File: src/rtl/uart_txdb_pkg.sv
package uart_txdb_pkg;

  typedef enum logic [1:0] {
    MODE_SYNC    = 2'd0,
    MODE_ASYNC8  = 2'd1,
    MODE_ASYNC9A = 2'd2,
    MODE_ASYNC9B = 2'd3
  } txMode_e;

  localparam int CTL_W        = 8;
  localparam int CTL_TI       = 0;
  localparam int CTL_RI       = 1;
  localparam int CTL_RXNINTH  = 2;
  localparam int CTL_TXNINTH  = 3;
  localparam int CTL_MODE_LO  = 4;
  localparam int CTL_MODE_HI  = 5;

  typedef struct packed {
    logic    loadFrame;
    logic    captureNinth;
    logic    active;
    txMode_e frameMode;
    logic    clkLowPhase;
    logic    ninthSrc;
  } dpCtl_t;

endpackage

File: src/rtl/uart_txdb_ctrl.sv
module uart_txdb_ctrl
  import uart_txdb_pkg::*;
#(
  parameter int DATA_W     = 8,
  parameter int OVERSAMPLE = 16,
  parameter int SYNC_TICKS = 2,
  localparam int POS_W     = $clog2(DATA_W + 3),
  localparam int TICK_W    = $clog2(OVERSAMPLE)
) (
  input  logic             clk,
  input  logic             rstN,
  input  logic             baudTick,
  input  logic             bufWrEn,
  input  logic             ctlWrEn,
  input  logic [CTL_W-1:0] ctlWrData,
  output logic [CTL_W-1:0] ctlRdData,
  output dpCtl_t           dpCtl,
  output logic [POS_W-1:0] bitPos
);

  localparam logic [TICK_W-1:0] ASYNC_TICK_LAST = TICK_W'(OVERSAMPLE - 1);
  localparam logic [TICK_W-1:0] SYNC_TICK_LAST  = TICK_W'(SYNC_TICKS - 1);
  localparam logic [POS_W-1:0]  SYNC_POS_LAST   = POS_W'(DATA_W - 1);
  localparam logic [POS_W-1:0]  A8_POS_LAST     = POS_W'(DATA_W + 1);
  localparam logic [POS_W-1:0]  A9_POS_LAST     = POS_W'(DATA_W + 2);
  localparam logic [POS_W-1:0]  LAST_DATA_POS   = POS_W'(DATA_W);

  // control register fields
  logic [1:0] modeQ;
  logic       tiQ, riQ, rxNinthQ, txNinthQ;

  // sequencer state
  logic              busyQ, holdFullQ;
  logic [TICK_W-1:0] tickQ;
  logic [POS_W-1:0]  posQ;
  txMode_e           frameModeQ;

  logic [TICK_W-1:0] tickLast;
  logic [POS_W-1:0]  posLast;
  logic lastTick, bitEnd, frameEnd, startFrame, tiSet, ninthMode;

  always_comb begin
    ninthMode = (frameModeQ == MODE_ASYNC9A) || (frameModeQ == MODE_ASYNC9B);
    tickLast  = (frameModeQ == MODE_SYNC) ? SYNC_TICK_LAST : ASYNC_TICK_LAST;
    unique case (frameModeQ)
      MODE_SYNC:   posLast = SYNC_POS_LAST;
      MODE_ASYNC8: posLast = A8_POS_LAST;
      default:     posLast = A9_POS_LAST;
    endcase
    lastTick   = baudTick && (tickQ == tickLast);
    bitEnd     = busyQ && lastTick;
    frameEnd   = bitEnd && (posQ == posLast);
    startFrame = holdFullQ && (!busyQ || frameEnd);
    tiSet      = frameEnd || (bufWrEn && !busyQ);
  end

  // control register: software load, hardware set wins
  always_ff @(posedge clk or negedge rstN) begin
    if (!rstN) begin
      modeQ    <= 2'd0;
      txNinthQ <= 1'b0;
      rxNinthQ <= 1'b0;
      riQ      <= 1'b0;
      tiQ      <= 1'b0;
    end else if (ctlWrEn) begin
      modeQ    <= ctlWrData[CTL_MODE_HI:CTL_MODE_LO];
      txNinthQ <= ctlWrData[CTL_TXNINTH];
      rxNinthQ <= ctlWrData[CTL_RXNINTH];
      riQ      <= ctlWrData[CTL_RI];
      tiQ      <= ctlWrData[CTL_TI] | tiSet;
    end else if (tiSet) begin
      tiQ <= 1'b1;
    end
  end

  always_comb begin
    ctlRdData              = '0;
    ctlRdData[CTL_MODE_HI:CTL_MODE_LO] = modeQ;
    ctlRdData[CTL_TXNINTH] = txNinthQ;
    ctlRdData[CTL_RXNINTH] = rxNinthQ;
    ctlRdData[CTL_RI]      = riQ;
    ctlRdData[CTL_TI]      = tiQ;
  end

  // holding slot occupancy
  always_ff @(posedge clk or negedge rstN) begin
    if (!rstN)           holdFullQ <= 1'b0;
    else if (bufWrEn)    holdFullQ <= 1'b1;
    else if (startFrame) holdFullQ <= 1'b0;
  end

  // frame sequencer
  always_ff @(posedge clk or negedge rstN) begin
    if (!rstN) begin
      busyQ      <= 1'b0;
      tickQ      <= '0;
      posQ       <= '0;
      frameModeQ <= MODE_SYNC;
    end else if (startFrame) begin
      busyQ      <= 1'b1;
      tickQ      <= '0;
      posQ       <= '0;
      frameModeQ <= txMode_e'(modeQ);
    end else if (frameEnd) begin
      busyQ <= 1'b0;
      tickQ <= '0;
      posQ  <= '0;
    end else if (busyQ && baudTick) begin
      if (lastTick) begin
        tickQ <= '0;
        posQ  <= posQ + 1'b1;
      end else begin
        tickQ <= tickQ + 1'b1;
      end
    end
  end

  always_comb begin
    dpCtl.loadFrame    = startFrame;
    dpCtl.captureNinth = bitEnd && ninthMode && (posQ == LAST_DATA_POS);
    dpCtl.active       = busyQ;
    dpCtl.frameMode    = frameModeQ;
    dpCtl.clkLowPhase  = (tickQ == '0);
    dpCtl.ninthSrc     = txNinthQ;
    bitPos             = posQ;
  end

  // flag is sticky without a register write
  p_ti_sticky_r11: assert property (@(posedge clk) disable iff (!rstN)
    (tiQ && !ctlWrEn) |=> tiQ);

  // a finished frame always leaves the flag raised
  p_done_flag_r6: assert property (@(posedge clk) disable iff (!rstN)
    frameEnd |=> tiQ);

  // a waiting byte starts on the edge that ends the frame
  p_no_gap_r8: assert property (@(posedge clk) disable iff (!rstN)
    (frameEnd && holdFullQ) |=> (busyQ && posQ == '0 && tickQ == '0));

  // no timing progress without a tick
  p_tick_gate_r12: assert property (@(posedge clk) disable iff (!rstN)
    (busyQ && !baudTick) |=> ($stable(posQ) && $stable(tickQ)));

  // a write during a frame cannot raise the flag by itself
  p_busy_write_r7: assert property (@(posedge clk) disable iff (!rstN)
    (busyQ && bufWrEn && !frameEnd && !tiQ && !(ctlWrEn && ctlWrData[CTL_TI])) |=> !tiQ);

endmodule

File: src/rtl/uart_txdb_dp.sv
module uart_txdb_dp
  import uart_txdb_pkg::*;
#(
  parameter int DATA_W = 8,
  localparam int POS_W = $clog2(DATA_W + 3)
) (
  input  logic              clk,
  input  logic              rstN,
  input  logic              bufWrEn,
  input  logic [DATA_W-1:0] bufWrData,
  input  dpCtl_t            dpCtl,
  input  logic [POS_W-1:0]  bitPos,
  output logic              txd,
  output logic              shiftClk
);

  localparam logic [POS_W-1:0] NINTH_POS = POS_W'(DATA_W + 1);
  localparam logic [POS_W-1:0] DATA_LAST = POS_W'(DATA_W);

  logic [DATA_W-1:0] holdQ, frameQ;
  logic              ninthQ;
  logic [POS_W-1:0]  dataIdx;
  logic              dataBit, isSync, isNinthMode;

  always_ff @(posedge clk or negedge rstN) begin
    if (!rstN)        holdQ <= '0;
    else if (bufWrEn) holdQ <= bufWrData;
  end

  always_ff @(posedge clk or negedge rstN) begin
    if (!rstN)                frameQ <= '0;
    else if (dpCtl.loadFrame) frameQ <= holdQ;
  end

  // ninth bit is latched when its slot opens, not when the byte is queued
  always_ff @(posedge clk or negedge rstN) begin
    if (!rstN)                   ninthQ <= 1'b0;
    else if (dpCtl.captureNinth) ninthQ <= dpCtl.ninthSrc;
  end

  always_comb begin
    isSync      = (dpCtl.frameMode == MODE_SYNC);
    isNinthMode = (dpCtl.frameMode == MODE_ASYNC9A) || (dpCtl.frameMode == MODE_ASYNC9B);
    dataIdx     = isSync ? bitPos : (bitPos - 1'b1);
    dataBit     = 1'b1;
    for (int i = 0; i < DATA_W; i++) begin
      if (dataIdx == POS_W'(i)) dataBit = frameQ[i];
    end
  end

  always_comb begin
    if (!dpCtl.active)                          txd = 1'b1;
    else if (isSync)                            txd = dataBit;
    else if (bitPos == '0)                      txd = 1'b0;
    else if (bitPos <= DATA_LAST)               txd = dataBit;
    else if (bitPos == NINTH_POS && isNinthMode) txd = ninthQ;
    else                                        txd = 1'b1;
  end

  always_comb shiftClk = !(dpCtl.active && isSync && dpCtl.clkLowPhase);

  // line marks idle outside frames
  p_idle_mark_r13: assert property (@(posedge clk) disable iff (!rstN)
    !dpCtl.active |-> (txd && shiftClk));

  // ninth bit holds through its slot
  p_ninth_hold_r10: assert property (@(posedge clk) disable iff (!rstN)
    (dpCtl.active && $past(dpCtl.active) && isNinthMode &&
     bitPos == NINTH_POS && $past(bitPos) == NINTH_POS) |-> $stable(txd));

  // data is steady across the shift clock rising edge
  p_data_setup_r5: assert property (@(posedge clk) disable iff (!rstN)
    (dpCtl.active && isSync && $rose(shiftClk) && $past(dpCtl.active)) |-> $stable(txd));

endmodule

File: src/rtl/uart_tx_dbuf.sv
module uart_tx_dbuf
  import uart_txdb_pkg::*;
#(
  parameter int DATA_W     = 8,
  parameter int OVERSAMPLE = 16,
  parameter int SYNC_TICKS = 2
) (
  input  logic              clk,
  input  logic              rstN,
  input  logic              baudTick,
  input  logic              bufWrEn,
  input  logic [DATA_W-1:0] bufWrData,
  input  logic              ctlWrEn,
  input  logic [7:0]        ctlWrData,
  output logic [7:0]        ctlRdData,
  output logic              txd,
  output logic              shiftClk
);

  localparam int POS_W = $clog2(DATA_W + 3);

  dpCtl_t           dpCtl;
  logic [POS_W-1:0] bitPos;

  uart_txdb_ctrl #(
    .DATA_W    (DATA_W),
    .OVERSAMPLE(OVERSAMPLE),
    .SYNC_TICKS(SYNC_TICKS)
  ) u_ctrl (
    .clk      (clk),
    .rstN     (rstN),
    .baudTick (baudTick),
    .bufWrEn  (bufWrEn),
    .ctlWrEn  (ctlWrEn),
    .ctlWrData(ctlWrData),
    .ctlRdData(ctlRdData),
    .dpCtl    (dpCtl),
    .bitPos   (bitPos)
  );

  uart_txdb_dp #(
    .DATA_W(DATA_W)
  ) u_dp (
    .clk      (clk),
    .rstN     (rstN),
    .bufWrEn  (bufWrEn),
    .bufWrData(bufWrData),
    .dpCtl    (dpCtl),
    .bitPos   (bitPos),
    .txd      (txd),
    .shiftClk (shiftClk)
  );

endmodule

File: config.mk
export PLATFORM = sky130hd
export DESIGN_NAME = uart_tx_dbuf
export DESIGN_NICKNAME = d
export VERILOG_FILES = /design/src/rtl/uart_txdb_pkg.sv /design/src/rtl/uart_txdb_ctrl.sv /design/src/rtl/uart_txdb_dp.sv /design/src/rtl/uart_tx_dbuf.sv
export SDC_FILE = /design/constraint.sdc
export NUM_CORES = 1
export LEC_CHECK = 0
export BUFFER_PORTS_ARGS = -buffer_cell sky130_fd_sc_hd__buf_2
export CORE_ASPECT_RATIO = 2
export CORE_MARGIN = 1
export CORE_UTILIZATION = 40
export DETAILED_ROUTE_END_ITERATION = 10
export GPL_ROUTABILITY_DRIVEN = 0
export SLEW_MARGIN = 15
export SYNTH_ARGS = -nofsm -noshare
export SYNTH_HDL_FRONTEND = slang
export SYNTH_SLANG_ARGS = --single-unit
File: constraint.sdc
create_clock -name clk -period 4.3 [get_ports clk]
set_input_delay 1.075 -clock clk [delete_from_list [all_inputs] [get_ports clk]]
set_output_delay 1.075 -clock clk [all_outputs]
set_load 0.03 [all_outputs]
==> out/metrics.cfg, run 1 <==
[sta]
fin_worst_skew_ns = 0.0104
fin_ws_ns = 0.507
tightestPinTransition_ns = 0.788
period_share_pct = 88.2
fin_crit_ns = 3.79
setup_viol = 0
fin_tns_setup_ns = 0
slew_violations = 0
fmax_mhz = 264
max_slew_margin_pct = 47.5
rsz0062_at_grt = false
final-hold-violation-count = 0

[clock_network]
cts_num_sinks = 35
ctsHoldBuffers = 0
clk_path_buf_depth = 2
cts_root_buf = clkbuf_8
cts_resized = 0
worstSkewPairLatency_ns = 0.29
cts_buffers = 5
post_cts_buffers = 0
h-tree-depth = 2
clkTransAtPathRegs_ns = 0.08
cts_tree = built

[routing]
wire_per_inst_um = 16.5
drtPass1Iterations = 4
ant_nets = 0
drtIter0Drc = 29
route.detailed.drc = 0
avgViaCountPerCell = 5.73
wl_mm = 4.19
via_count = 1456

[layout]
fill_cells = 459
n_antenna_cell = 0
final_area_um2 = 2190
area_delta_synth_final_pct = 11.8
final-seq-area_um2 = 876
multi_input_area_um2 = 971
nets = 224
layout-drive-gt1-share_pct = 33.7

[yosys]
synth_top_area_share_pct = 44.7
synthArstFlopShare_pct = 100
synth_ff_type = dfrtp_1
synth_common_cells = dfrtp_1 (35), mux2_2 (15), nand2_1 (14)
synth_edf_count = 0
synth_top_area_cell = dfrtp_1
yosysMostFrequentCell = dfrtp_1
yosys_warnings = 0
syn_avg_cell_area_um2 = 11.0
synth_area_um2 = 1960
synth_area_leaders = dfrtp_1 (45%), mux2_2 (8.6%), mux2_4 (7.7%), ha_1 (3.2%), nand2_1 (2.7%)
ys_seq_elements = 35
synthCells = 178
synth_cell_types = 50
ys_seq_area_share_pct = 44.7

[die]
fp.dieW_um = 51.5
ios = 31
start_util_pct = 42.2
die_y_um = 101
rows = 35
design.die.area_um2 = 5200
core_area_um2 = 4640

[critical_path]
path_class = register to primary output
crit_chain = inv_1 > ha_1 > mux2_2 > o311ai_0 > o311a_1 > a21oi_1 > buf_2
startpoint_type = register
critPathSlowestCell = dfrtp_1
cp_max_fo = 15
cp.required_ns = 3.22
slowest_delay_ns = 0.65
critPathCaptureType = primary output
crit_family = flip-flops
path_buf_inv = 2
cp.arrival_ns = 2.72

[global_routing]
grtUsageTotal_pct = 17.8
antenna_found_initial = 0
grt_overflow = 0
grt_pass1_vias = 1523
grt_pass1_wl_mm = 6.98
grt_max_degree = 36

[job]
maxCapViolCount = 0

[placement]
dp_slack_ns = 0.855
dpl-instance-area_um2 = 2080
io_buffers = 26
place_hpwl_mm = 3.14

[power_and_ir_drop]
p_clk_share_pct = 23.7
powerDensity_nw_per_um2 = 563
combPwrFrac_pct = 35.5
p_int_w = 0.000774
ir_drop_v = 0.000361
p_seq_share_pct = 40.9
netSwitchingFraction_pct = 37.2
leakagePower_nw = 1.01
netSwitchingPower_w = 0.000459

[worst_hold_path]
hold_path_class = register to register

[status]
status = complete, no violations

## layout by cell type, fill, tap and decap left out, types with 5 or more instances in the layout
cell type  netlist  routed
buf_2            1      26
nand2_1         14      14
inv_1            9       9
clkbuf_8         0       5
a21oi_1          8       8
o21ai_0          7       7
mux2_4          10      10
dfrtp_1         35      35
mux2_2          15      15
ha_1             5       5
nand3_1          6       6
## layout make-up
class,instances,share of cell area (%)
multi-input cells,121,44.3
flip-flops and latches,35,40.0
repair buffers,26,5.94
clock buffers,5,3.14
well taps,55,3.14
clock inverters,3,2.00
inverters,9,1.54
## per-stage QoR
| step | util [%] | cells | hold WS (ns) | total power [W] |
|---|---|---|---|---|
| finish | 47.2 | 254 | 0.507 | 0.00123 |
| global route | 47.2 | 254 | 0.522 | 0.00131 |
| CTS | 47.2 | 254 | 0.510 | 0.00124 |
| detailed placement | 44.8 | 246 | 0.492 | 0.000942 |
| global placement | 44.8 | 246 | 0.484 | 0.000912 |
| floorplan | - | 179 | 0.475 | 0.000838 |
## power groups by stage
| stage | registers (W) | logic [W] | clock network (W) |
|---|---|---|---|
| global placement | 0.000500 | 0.000413 | 0 |
| finish | 0.000504 | 0.000437 | 0.000292 |
| detailed placement | 0.000507 | 0.000434 | 0 |
| floorplan | 0.000453 | 0.000385 | 0 |
| CTS | 0.000501 | 0.000437 | 0.000299 |
| global route | 0.000517 | 0.000484 | 0.000312 |
## routing by layer
metal	routed length [um]	GRT usage, %	vias to the layer above
met4	190	10.8	0
met5	0	0	-
met2	2330	32.6	39
met1	1540	17.7	722
met3	122	3.02	18
li1	-	-	677
## cell families (layout without fill, tap and decap cells)
kind of cell               Yosys count  count (layout)  synth area share [%]
AOI/OAI and AO/OA                   36              36                  13.5
and+or+nand+nor                     48              48                  13.7
other                                1               2                 0.191
DFF                                 35              35                  44.7
buffers and inverters               23              43                  6.00
xor gates and xnor gates             2               2                 0.894
muxes                               28              28                  17.8
adders and majority gates            5               5                  3.19
## worst paths after layout
check                      depth (start not counted)                to  slack, ns            startpoint
min in group asynchronous                          1   u_ctrl.modeQ[0]       0.86                  rstN
max                                                7               txd       0.51      u_ctrl.bitPos[0]
max reg2reg                                        5  u_ctrl.bitPos[3]       2.18  u_ctrl.frameModeQ[1]
min                                                1    u_dp.frameQ[7]       0.51         u_dp.holdQ[7]
min reg2reg                                        1    u_dp.frameQ[7]       0.51         u_dp.holdQ[7]
max in group asynchronous                          1  u_ctrl.bitPos[2]       2.93                  rstN
## flip-flops by register name (all words and copies together), names as in the netlist, 2 cells and up
register and cells:
u_ctrl.frameModeQ 2, u_ctrl.modeQ 2, u_dp.frameQ 8, u_dp.holdQ 8
u_ctrl.tickQ 4, u_ctrl.bitPos 4
No activity file was read; power rests on OpenSTA's default activity.
==> run 2: changes to the inputs <==
--- a/config.mk
+++ b/config.mk
@@ -5,9 +5,9 @@
 export SDC_FILE = /design/constraint.sdc
 export NUM_CORES = 1
 export LEC_CHECK = 0
-export BUFFER_PORTS_ARGS = -buffer_cell sky130_fd_sc_hd__buf_2
+export BUFFER_PORTS_ARGS = -buffer_cell sky130_fd_sc_hd__clkbuf_2
 export CORE_ASPECT_RATIO = 2
-export CORE_MARGIN = 1
+export CORE_MARGIN = 2
 export CORE_UTILIZATION = 40
 export DETAILED_ROUTE_END_ITERATION = 10
 export GPL_ROUTABILITY_DRIVEN = 0
==> run 2 against run 1 <==
Effect of this change: critical path depth stayed put; via count down 4.1%; cell area increased by 1.5%; die area increased by 5.9%; non-clock buffer count increased by 1; clock-buffer cell count stayed put; sequential power hardly changed; worst hold slack worse by 0.0015 ns; global-route usage fell by 1.1 points; critical path type unchanged.
==> out/metrics.cfg, run 2 (synthesis results as in run 1) <==
[critical_path]
cp.required_ns = 3.22
critPathCaptureType = primary output
path_class = register to primary output
cp_max_fo = 15
cp.arrival_ns = 2.72
startpoint_type = register

[sta]
fin_crit_ns = 3.80
final-hold-violation-count = 0
hold_ws_ns = 0.505
tightestPinTransition_ns = 0.852
fin_tns_setup_ns = 0
max_slew_margin_pct = 43.2
period_share_pct = 88.3
fmax_mhz = 263
setup_viol = 0
rsz0062_at_grt = false
slew_violations = 0
fin_worst_skew_ns = 0.00566

[clock_network]
clk_path_buf_depth = 2
cts_buffers = 5
cts_tree = built
clkTransAtPathRegs_ns = 0.07
post_cts_buffers = 0
cts_num_sinks = 35
h-tree-depth = 2
worstSkewPairLatency_ns = 0.29
cts_root_buf = clkbuf_8
ctsHoldBuffers = 0
cts_resized = 0

[die]
start_util_pct = 41.1
rows = 36
die_y_um = 103
ios = 31
core_area_um2 = 4770
design.die.area_um2 = 5510
fp.dieW_um = 53.5

[global_routing]
grt_pass1_vias = 1420
grt_overflow = 0
antenna_found_initial = 0
grt_pass1_wl_mm = 6.70
grtUsageTotal_pct = 16.7
grt_max_degree = 36

[power_and_ir_drop]
combPwrFrac_pct = 33.7
powerDensity_nw_per_um2 = 579
netSwitchingFraction_pct = 35.1
netSwitchingPower_w = 0.000452
p_seq_share_pct = 38.8
ir_drop_v = 0.000363
p_clk_share_pct = 27.4
leakagePower_nw = 1.03
p_int_w = 0.000837

[layout]
final_common_cell = dfrtp_1
area_delta_synth_final_pct = 13.5
fill_cells = 486
layout_common_cells = dfrtp_1 (35), clkbuf_2 (26), mux2_2 (15)
nets = 225
final_cells = 257
multi_input_area_um2 = 971
final-seq-area_um2 = 876
layout-drive-gt1-share_pct = 34.0
fin_util_pct = 46.6
reg.largest.list = u_dp.frameQ (8), u_dp.holdQ (8)
n_antenna_cell = 0

[routing]
avgViaCountPerCell = 5.43
drtPass1Iterations = 4
wire_per_inst_um = 14.6
ant_nets = 0
wl_mm = 3.76
route.detailed.drc = 0
drtIter0Drc = 17
via_count = 1396

[placement]
dp_cells = 249
io_buffers = 26
place_hpwl_mm = 2.70

[worst_hold_path]
hold_path_class = register to register

[job]
maxCapViolCount = 0

[status]
status = complete, no violations

==> run 2: changes by cell type in the layout (fill, tap and decap cells not counted) <==
cell,previous run,this run
clkinv_4,1,0
buf_4,0,1
clkbuf_2,0,26
clkinv_2,1,0
buf_2,26,0
clkinvlp_4,0,1
bufinv_16,1,2
==> run 2: cell type report <==
| cell class | count | area share [%] |
|---|---|---|
| Clock buffer | 5 | 3.09 |
| Clock inverter | 3 | 3.04 |
| Inverter | 9 | 1.52 |
| Multi-Input combinational cell | 121 | 43.6 |
| Sequential cell | 35 | 39.3 |
| Tap cell | 57 | 3.20 |
| Timing Repair Buffer | 27 | 6.18 |
==> run 2: power groups by stage <==
| stage | registers (W) | clock network, W | logic, W |
|---|---|---|---|
| 6_report | 0.000501 | 0.000354 | 0.000435 |
| 4_1_cts | 0.000498 | 0.000365 | 0.000436 |
| 3_3_place_gp | 0.000501 | 0 | 0.000420 |
| 5_1_grt | 0.000515 | 0.000383 | 0.000484 |
| 3_5_place_dp | 0.000505 | 0 | 0.000432 |
| 2_1_floorplan | 0.000453 | 0 | 0.000385 |
==> run 2: final timing paths <==
path | depth (start not counted) | from | slack (ns) | end
max reg2reg | 5 | u_ctrl.frameModeQ[1] | 2.21 | u_ctrl.frameModeQ[0]
max | 7 | u_ctrl.bitPos[0] | 0.50 | txd
max in group asynchronous | 1 | rstN | 2.89 | u_dp.frameQ[7]
min reg2reg | 1 | u_dp.holdQ[0] | 0.51 | u_dp.frameQ[0]
min in group asynchronous | 1 | rstN | 0.88 | u_ctrl.tickQ[0]
min | 1 | u_dp.holdQ[0] | 0.51 | u_dp.frameQ[0]
==> run 2: metrics by stage <==
| stage | instance area [um2] | worst slack (ns) | total power (W) |
|---|---|---|---|
| floorplan | 1960 | 0.917 | 0.000838 |
| global placement | 2090 | 0.902 | 0.000921 |
| detailed placement | 2090 | 0.859 | 0.000937 |
| CTS | 2230 | 0.531 | 0.00130 |
| global route | 2230 | 0.313 | 0.00138 |
| finish | 2230 | 0.504 | 0.00129 |
==> run 2: worst max-delay path: stages (launching register included) <==
cell      delay (ns)
dfrtp_1         0.65
inv_1           0.19
ha_1            0.42
mux2_2          0.36
o311ai_0        0.34
o311a_1         0.21
a21oi_1         0.06
clkbuf_2        0.20
==> run 2: per-layer routing <==
layer	wire length (um)	global-route usage, %	vias up
li1	-	-	682
met1	1670	20.6	683
met2	1870	26.5	25
met3	131	4.20	6
met4	87	8.28	0
met5	0	0	-
